File: config.mk
export PLATFORM = sky130hd
export DESIGN_NAME = pll_freq_calc
export DESIGN_NICKNAME = d
export VERILOG_FILES = /design/src/rtl/pll_calc_pkg.sv /design/src/rtl/pll_refclk_sel.sv /design/src/rtl/pll_restoring_div.sv /design/src/rtl/pll_freq_calc.sv
export SDC_FILE = /design/constraint.sdc
export NUM_CORES = 1
export LEC_CHECK = 0
export BUFFER_PORTS_ARGS = -buffer_cell sky130_fd_sc_hd__buf_2
export CORE_AREA = 4 4 177 179
export DETAILED_ROUTE_END_ITERATION = 7
export DIE_AREA = 0 0 181 183
export HOLD_SLACK_MARGIN = 0.12
export PLACE_DENSITY = 0.86
export SLEW_MARGIN = 15
export SYNTH_ARGS = -nofsm -noshare
export SYNTH_HDL_FRONTEND = slang
export SYNTH_SLANG_ARGS = --single-unit
File: constraint.sdc
create_clock -name clk -period 9.88 [get_ports clk]
set_clock_uncertainty 0.2 [all_clocks]
set_input_delay 0.494 -clock clk [delete_from_list [all_inputs] [get_ports clk]]
set_output_delay 0.494 -clock clk [all_outputs]
set_load 0.05 [all_outputs]
File: src/rtl/pll_calc_pkg.sv
package pll_calc_pkg;

  // Field layout of the older variant (positions are part of the behaviour)
  localparam int OLD_N_LSB  = 5;
  localparam int OLD_N_W    = 6;
  localparam int OLD_OD_BIT = 4;
  localparam int OLD_D_LSB  = 0;
  localparam int OLD_D_W    = 4;

  // Field layout of the newer variant
  localparam int NEW_P_LSB  = 13;
  localparam int NEW_P_W    = 6;
  localparam int NEW_M_LSB  = 5;
  localparam int NEW_M_W    = 8;
  localparam int NEW_N_LSB  = 0;
  localparam int NEW_N_W    = 5;

  localparam logic [31:0] REF_24M_HZ = 32'd24_000_000;
  localparam logic [31:0] REF_25M_HZ = 32'd25_000_000;
  localparam logic [31:0] REF_48M_HZ = 32'd48_000_000;

  typedef enum logic [2:0] {
    ST_IDLE,
    ST_DECIDE,
    ST_WAIT_A,
    ST_WAIT_B,
    ST_MUL,
    ST_APB,
    ST_WAIT_C
  } calc_state_e;

  // Fixed frequencies used when the older variant is not programmed
  function automatic logic [31:0] strap_table_hz(input logic ref25, input logic [1:0] sel);
    logic [31:0] hz;
    if (ref25) begin
      case (sel)
        2'd0:    hz = 32'd400_000_000;
        2'd1:    hz = 32'd375_000_000;
        2'd2:    hz = 32'd350_000_000;
        default: hz = 32'd425_000_000;
      endcase
    end else begin
      case (sel)
        2'd0:    hz = 32'd384_000_000;
        2'd1:    hz = 32'd360_000_000;
        2'd2:    hz = 32'd336_000_000;
        default: hz = 32'd408_000_000;
      endcase
    end
    return hz;
  endfunction

endpackage

File: src/rtl/pll_refclk_sel.sv
module pll_refclk_sel
  import pll_calc_pkg::*;
#(
  parameter int HZ_W = 32
) (
  input  logic            sel_25m,
  input  logic            sel_48m,
  output logic [HZ_W-1:0] ref_hz
);

  always_comb begin
    if (sel_25m) begin
      ref_hz = HZ_W'(REF_25M_HZ);
    end else if (sel_48m) begin
      ref_hz = HZ_W'(REF_48M_HZ);
    end else begin
      ref_hz = HZ_W'(REF_24M_HZ);
    end
  end

endmodule

File: src/rtl/pll_restoring_div.sv
module pll_restoring_div #(
  parameter int W = 32
) (
  input  logic         clk,
  input  logic         rst_n,
  input  logic         start,
  input  logic [W-1:0] dividend,
  input  logic [W-1:0] divisor,
  output logic         busy,
  output logic         done,
  output logic [W-1:0] quotient
);

  localparam int CW = $clog2(W + 1);

  logic [W-1:0]  rem_q, rem_n;
  logic [W-1:0]  quo_q, quo_n;
  logic [W-1:0]  dvs_q, dvs_n;
  logic [CW-1:0] cnt_q, cnt_n;
  logic          done_q, done_n;

  logic [W:0]    shifted;
  logic          fits;
  logic [W-1:0]  diff;

  assign busy     = (cnt_q != '0);
  assign done     = done_q;
  assign quotient = quo_q;

  assign shifted = {rem_q, quo_q[W-1]};
  assign fits    = (shifted >= {1'b0, dvs_q});
  assign diff    = shifted[W-1:0] - dvs_q;

  always_comb begin
    rem_n  = rem_q;
    quo_n  = quo_q;
    dvs_n  = dvs_q;
    cnt_n  = cnt_q;
    done_n = 1'b0;
    if (!busy && start) begin
      rem_n = '0;
      quo_n = dividend;
      dvs_n = divisor;
      cnt_n = CW'(W);
    end else if (busy) begin
      if (fits) begin
        rem_n = diff;
        quo_n = {quo_q[W-2:0], 1'b1};
      end else begin
        rem_n = shifted[W-1:0];
        quo_n = {quo_q[W-2:0], 1'b0};
      end
      cnt_n  = cnt_q - CW'(1);
      done_n = (cnt_q == CW'(1));
    end
  end

  always_ff @(posedge clk or negedge rst_n) begin
    if (!rst_n) begin
      rem_q  <= '0;
      quo_q  <= '0;
      dvs_q  <= '0;
      cnt_q  <= '0;
      done_q <= 1'b0;
    end else begin
      rem_q  <= rem_n;
      quo_q  <= quo_n;
      dvs_q  <= dvs_n;
      cnt_q  <= cnt_n;
      done_q <= done_n;
    end
  end

endmodule

File: src/rtl/pll_freq_calc.sv
module pll_freq_calc
  import pll_calc_pkg::*;
#(
  parameter int HZ_W          = 32,
  parameter int REG_W         = 32,
  parameter int OLD_OFF_BIT   = 18,
  parameter int OLD_BYP_BIT   = 17,
  parameter int OLD_PROG_BIT  = 11,
  parameter int NEW_OFF_BIT   = 19,
  parameter int NEW_BYP_BIT   = 20,
  parameter int STRAP_25M_BIT = 23,
  parameter int STRAP_48M_BIT = 18,
  parameter int STRAP_SEL_LSB = 8,
  parameter int PDIV_LSB      = 23,
  parameter int PDIV_W        = 3,
  parameter int OLD_APB_SHIFT = 1,
  parameter int NEW_APB_SHIFT = 2
) (
  input  logic             clk,
  input  logic             rst_n,
  input  logic             start,
  input  logic             variant_sel,
  input  logic [REG_W-1:0] pll_param,
  input  logic [REG_W-1:0] strap_word,
  input  logic [REG_W-1:0] clk_sel,
  output logic             busy,
  output logic             done,
  output logic [HZ_W-1:0]  pll_hz,
  output logic [HZ_W-1:0]  apb_hz
);

  calc_state_e      state_q, state_n;
  logic             var_q;
  logic [REG_W-1:0] param_q, strap_q, csel_q;
  logic [HZ_W-1:0]  mult_q, mult_n;
  logic [HZ_W-1:0]  acc_q, acc_n;
  logic [HZ_W-1:0]  pll_q, pll_n;
  logic [HZ_W-1:0]  apb_q, apb_n;
  logic             done_q, done_n;
  logic             capture;

  // Divider interface
  logic             div_go;
  logic [HZ_W-1:0]  div_a, div_b;
  logic             div_busy, div_done;
  logic [HZ_W-1:0]  div_q;

  // Decoded fields of the captured words
  logic             pll_off, pll_byp, pll_prog;
  logic [OLD_N_W-1:0] old_n;
  logic             old_od;
  logic [OLD_D_W-1:0] old_d;
  logic [NEW_P_W-1:0] new_p;
  logic [NEW_M_W-1:0] new_m;
  logic [NEW_N_W-1:0] new_n;
  logic [1:0]       tbl_sel;
  logic [PDIV_W-1:0] pdiv;
  logic [HZ_W-1:0]  ref_hz;
  logic [HZ_W-1:0]  product;
  logic [HZ_W-1:0]  old_mult;

  assign pll_off  = var_q ? param_q[NEW_OFF_BIT] : param_q[OLD_OFF_BIT];
  assign pll_byp  = var_q ? param_q[NEW_BYP_BIT] : param_q[OLD_BYP_BIT];
  assign pll_prog = var_q | param_q[OLD_PROG_BIT];

  assign old_n    = param_q[OLD_N_LSB +: OLD_N_W];
  assign old_od   = param_q[OLD_OD_BIT];
  assign old_d    = param_q[OLD_D_LSB +: OLD_D_W];
  assign new_p    = param_q[NEW_P_LSB +: NEW_P_W];
  assign new_m    = param_q[NEW_M_LSB +: NEW_M_W];
  assign new_n    = param_q[NEW_N_LSB +: NEW_N_W];
  assign tbl_sel  = strap_q[STRAP_SEL_LSB +: 2];
  assign pdiv     = csel_q[PDIV_LSB +: PDIV_W];

  pll_refclk_sel #(.HZ_W(HZ_W)) u_refclk (
    .sel_25m (strap_q[STRAP_25M_BIT]),
    .sel_48m (strap_q[STRAP_48M_BIT]),
    .ref_hz  (ref_hz)
  );

  pll_restoring_div #(.W(HZ_W)) u_div (
    .clk      (clk),
    .rst_n    (rst_n),
    .start    (div_go),
    .dividend (div_a),
    .divisor  (div_b),
    .busy     (div_busy),
    .done     (div_done),
    .quotient (div_q)
  );

  // Truncating product (kept modulo 2^HZ_W)
  assign product  = ref_hz * mult_q;
  // (2 - od) times the first quotient
  assign old_mult = old_od ? div_q : {div_q[HZ_W-2:0], 1'b0};

  assign capture = (state_q == ST_IDLE) && start;
  assign busy    = (state_q != ST_IDLE);
  assign done    = done_q;
  assign pll_hz  = pll_q;
  assign apb_hz  = apb_q;

  always_comb begin
    state_n = state_q;
    mult_n  = mult_q;
    acc_n   = acc_q;
    pll_n   = pll_q;
    apb_n   = apb_q;
    done_n  = 1'b0;
    div_go  = 1'b0;
    div_a   = '0;
    div_b   = '0;
    case (state_q)
      ST_IDLE: begin
        if (start) state_n = ST_DECIDE;
      end
      ST_DECIDE: begin
        if (pll_off) begin
          acc_n   = '0;
          state_n = ST_APB;
        end else if (!pll_prog) begin
          acc_n   = HZ_W'(strap_table_hz(strap_q[STRAP_25M_BIT], tbl_sel));
          state_n = ST_APB;
        end else if (pll_byp) begin
          mult_n  = HZ_W'(1);
          state_n = ST_MUL;
        end else begin
          div_go  = 1'b1;
          if (var_q) begin
            div_a = HZ_W'(new_m) + HZ_W'(1);
            div_b = HZ_W'(new_n) + HZ_W'(1);
          end else begin
            div_a = HZ_W'(old_n) + HZ_W'(2);
            div_b = HZ_W'(old_d) + HZ_W'(1);
          end
          state_n = ST_WAIT_A;
        end
      end
      ST_WAIT_A: begin
        if (div_done) begin
          if (var_q) begin
            div_go  = 1'b1;
            div_a   = div_q;
            div_b   = HZ_W'(new_p) + HZ_W'(1);
            state_n = ST_WAIT_B;
          end else begin
            mult_n  = old_mult;
            state_n = ST_MUL;
          end
        end
      end
      ST_WAIT_B: begin
        if (div_done) begin
          mult_n  = div_q;
          state_n = ST_MUL;
        end
      end
      ST_MUL: begin
        acc_n   = product;
        state_n = ST_APB;
      end
      ST_APB: begin
        div_go  = 1'b1;
        div_a   = acc_q;
        div_b   = HZ_W'(pdiv) + HZ_W'(1);
        state_n = ST_WAIT_C;
      end
      ST_WAIT_C: begin
        if (div_done) begin
          pll_n   = acc_q;
          apb_n   = var_q ? (div_q >> NEW_APB_SHIFT) : (div_q >> OLD_APB_SHIFT);
          done_n  = 1'b1;
          state_n = ST_IDLE;
        end
      end
      default: state_n = ST_IDLE;
    endcase
  end

  always_ff @(posedge clk or negedge rst_n) begin
    if (!rst_n) begin
      state_q <= ST_IDLE;
      mult_q  <= '0;
      acc_q   <= '0;
      pll_q   <= '0;
      apb_q   <= '0;
      done_q  <= 1'b0;
    end else begin
      state_q <= state_n;
      mult_q  <= mult_n;
      acc_q   <= acc_n;
      pll_q   <= pll_n;
      apb_q   <= apb_n;
      done_q  <= done_n;
    end
  end

  // Input capture register, enabled only by an accepted start
  always_ff @(posedge clk or negedge rst_n) begin
    if (!rst_n) begin
      var_q   <= 1'b0;
      param_q <= '0;
      strap_q <= '0;
      csel_q  <= '0;
    end else if (capture) begin
      var_q   <= variant_sel;
      param_q <= pll_param;
      strap_q <= strap_word;
      csel_q  <= clk_sel;
    end
  end

endmodule

==> metrics.csv <==
stage;metric;value;unit
synthesis;Compound-Gate Fraction of Synth Area;10.71;%
place;placed cell count;2374;
timing;Slew @ Worst Pin;1109;ps
global_routing;global-route wire length before repair;80530;um
timing;final hold vios;0;
global_routing;number of global-route vias before repair;15240;
synthesis;ranking of synthesized cells by area;dfrtp_1, fa_1, ha_1;
synthesis;post-synth top area share;30.14;%
timing;endpoints failing setup;0;
clock_tree;CTS sink count;220;
final_layout;post-route insts no fill;2443;
clock_tree;clock buffer depth;3;
synthesis;Simple-Gate Fraction of Synth Area;15.26;%
timing;crit path time final;8202;ps
final_layout;diode count;0;
detailed_routing;Avg WL per Cell;20.08;um
clock_tree;clock insertion delay at the later pin of the skew report;530;ps
floorplan;die width;181;um
detailed_routing;DRT Wirelength;49050;um
flow_run;Max-Cap Viols;0;
final_layout;area of the multi-input gates;11430;um2
worst_setup_path;Worst path slowest cell;dfrtp_1;
worst_setup_path;CP max stage delay;920;ps
final_layout;Area growth syn-to-layout;9.123;%
synthesis;Synth cell types;64;
synthesis;largest family of logic cells by synthesized area;adder cells;
outcome;status;complete, no violations;
worst_hold_path;Hold Crit Class;flip-flop to flip-flop;
synthesis;Adder-Cell Fraction of Synth Area;28.59;%
clock_tree;Root Driver;clkbuf_16;
timing;Fmax;121.9;MHz
place;post-DP HPWL;36090;um
worst_setup_path;Required @ worst endpoint;10010;ps
global_routing;Tot GR Track Use;29.90;%
final_layout;layout cells sized above 1;9.498;%
floorplan;Die Y-Extent;183;um
timing;RSZ-0062 raised after global routing;false;
clock_tree;postcts setup bufs;0;
synthesis;register bit total from synthesis;220;
place;port bufs;90;
place;GPL Wtd Cong;0.9855;
floorplan;Placeable Area;29560;um2
timing;Slew Viols, Final;0;
worst_hold_path;Hold Startpoint;apb_hz[24];
floorplan;I/O Pins;166;
synthesis;Syn. warnings;0;
worst_setup_path;RR Startpoint;strap_q[18];
synthesis;Mapped Cells;1976;
synthesis;Mapped Area;18270;um2
worst_setup_path;Setup crit start;strap_q[18];
place;Post-DP Area;18940;um2
final_layout;final instance area;19930;um2
floorplan;Die ar.;33120;um2
worst_setup_path;most used cell, CP;fa_1;
synthesis;post-synthesis mux area share;3.603;%
timing;setup total negative slack;0;ps
synthesis;share of flip-flops with an asynchronous set or reset;100.0;%
detailed_routing;Vias/cell;6.117;
detailed_routing;# DRC;0;
synthesis;Seq/Total Area, Yosys;30.14;%
final_layout;filler cell count;2126;
detailed_routing;1st-pass router iterations;6;
worst_setup_path;Worst setup SP type;flip-flop;
clock_tree;cts bufs inserted;22;
worst_setup_path;Arr. time, crit path;8330;ps
final_layout;Final nets;2456;
final_layout;FF/Latch Area;5508;um2
clock_tree;H-tree levels;1;
worst_setup_path;CP Class;flip-flop to flip-flop;
global_routing;largest net degree at the start of global routing;150;
floorplan;Initial Util;61.80;%
global_routing;initial antenna violation count;0;
detailed_routing;final antenna-violating net count;0;
detailed_routing;First DRT Iteration DRCs;1652;
detailed_routing;DR vias;14940;
global_routing;GRT overflow;0;
synthesis;Main synth FF type;dfrtp_1;
clock_tree;CTS tree;built;
synthesis;area leader, netlist;dfrtp_1;
timing;Slew Limit Headroom;25.90;%
synthesis;EDFF count, synth;0;
floorplan;row cnt;63;
synthesis;syn avg cell area;9.245;um2
synthesis;area share of xor/xnor cells in the synthesized design;4.123;%
worst_setup_path;top fanout value on the critical path;22;
worst_setup_path;Setup crit end kind;flip-flop;
clock_tree;clk slew on worst S/H paths;80;ps
timing;Final period util;83.01;%
metrics by stage:
| stage | utilization, % | setup WS, ps | hold slack [ps] |
|---|---|---|---|
| 2_1_floorplan | - | 2934 | -1.591 |
| 3_3_place_gp | 64.06 | 2069 | 255.5 |
| 3_5_place_dp | 64.06 | 1926 | 258.2 |
| 4_1_cts | 67.33 | 1836 | 281.1 |
| 5_1_grt | 67.44 | 1331 | 301.8 |
| 6_report | 67.44 | 1678 | 273.8 |
cell usage after synthesis (3+ instances only):
library cell,count
and2_1,29
nor3_1,35
nor4b_1,3
nor2b_1,24
a31o_2,4
ha_1,147
o31ai_1,10
nand4_1,3
o21a_1,6
a222oi_1,3
and3_1,4
a21boi_0,6
buf_4,7
clkbuf_1,79
a31oi_1,24
nor4_1,9
or3_1,9
o21ai_0,95
nand2_1,254
o31a_1,3
a21o_1,9
a21oi_1,86
a211oi_1,11
nor4_2,5
xnor2_1,57
mux2_2,30
xor2_1,29
o21ai_1,16
dfrtp_1,220
nor2_1,148
a22oi_1,29
inv_1,255
nand3_1,50
buf_1,10
o22ai_1,4
mux2i_1,32
fa_1,169
or2_2,6
a2111oi_0,3
nand2b_1,21
layout make-up:
cell class	count	share of cell area [%]
flip-flops and latches	220	27.63
clock inverters	7	0.2762
multi-input cells	1406	57.36
inverters	256	4.820
well taps	390	2.448
clock buffers	30	3.013
repair buffers	134	4.456
kinds of logic (layout without fill, tap and decap cells):
kind of cell	after synthesis	count (layout)
compound gates	325	325
xor+xnor	86	86
fa+ha+maj	316	316
buf+inv	356	427
flops	220	220
mux	62	62
other cells	1	7
simple gates	610	610
cell usage in the layout (no fill, tap or decap), types with 31 or more instances in the layout:
| cell | n |
|---|---|
| a21oi_1 | 86 |
| buf_2 | 89 |
| dfrtp_1 | 218 |
| dlygate4sd3_1 | 31 |
| fa_1 | 169 |
| ha_1 | 147 |
| inv_1 | 255 |
| mux2i_1 | 32 |
| nand2_1 | 253 |
| nand3_1 | 49 |
| nor2_1 | 146 |
| nor3_1 | 35 |
| o21ai_0 | 95 |
| xnor2_1 | 57 |
worst max-delay path: cells and delay by family, from the launching register on:
kind | cells | cell delay, ps
AO/OA/AOI/OAI | 9 | 1970
XOR/XNOR | 2 | 290
adder cells (fa/ha/maj) | 8 | 3360
buffers and inverters | 4 | 270
flip-flops | 1 | 920
AND/OR/NAND/NOR | 2 | 1000
flip-flops by register name, summed over array words and instances, names as in the netlist, 3 cells and up:
register,count
mult_q,26
strap_q,4
acc_q,26
csel_q,3
u_div.cnt_q,6
u_div.dvs_q,7
u_div.rem_q,32
state_q,3
u_div.quotient,32
param_q,21
pll_hz,26
apb_hz,31
final timing paths:
path / endpoint / slack [ps] / cells after the start
setup / recovery: acc_q[30] / 1680 / 25
hold / removal: apb_hz[24] / 270 / 2
setup reg to reg: acc_q[30] / 1680 / 25
hold reg to reg: apb_hz[24] / 270 / 2
max in group asynchronous: u_div.quotient[18] / 7380 / 4
min in group asynchronous: param_q[1] / 300 / 2
layer usage:
layer | share of wire [%] | vias to the layer above | GRT usage [%]
li1 | - | 6585 | -
met5 | 0 | - | 0
met3 | 8.8 | 184 | 5.216
met1 | 39 | 7346 | 39.80
met4 | 5.5 | 0 | 12.43
met2 | 47 | 829 | 49.21
repair_timing:
action / in CTS / in global routing
endpoints found under the setup margin: 0 / 0
gates resized for setup: 0 / 0
endpoints found under the hold margin: 178 / 0
hold buffers: 31 / 0
Power is not shown: default switching activity piles up to over one toggle a cycle in this logic, so the estimate is an artifact.
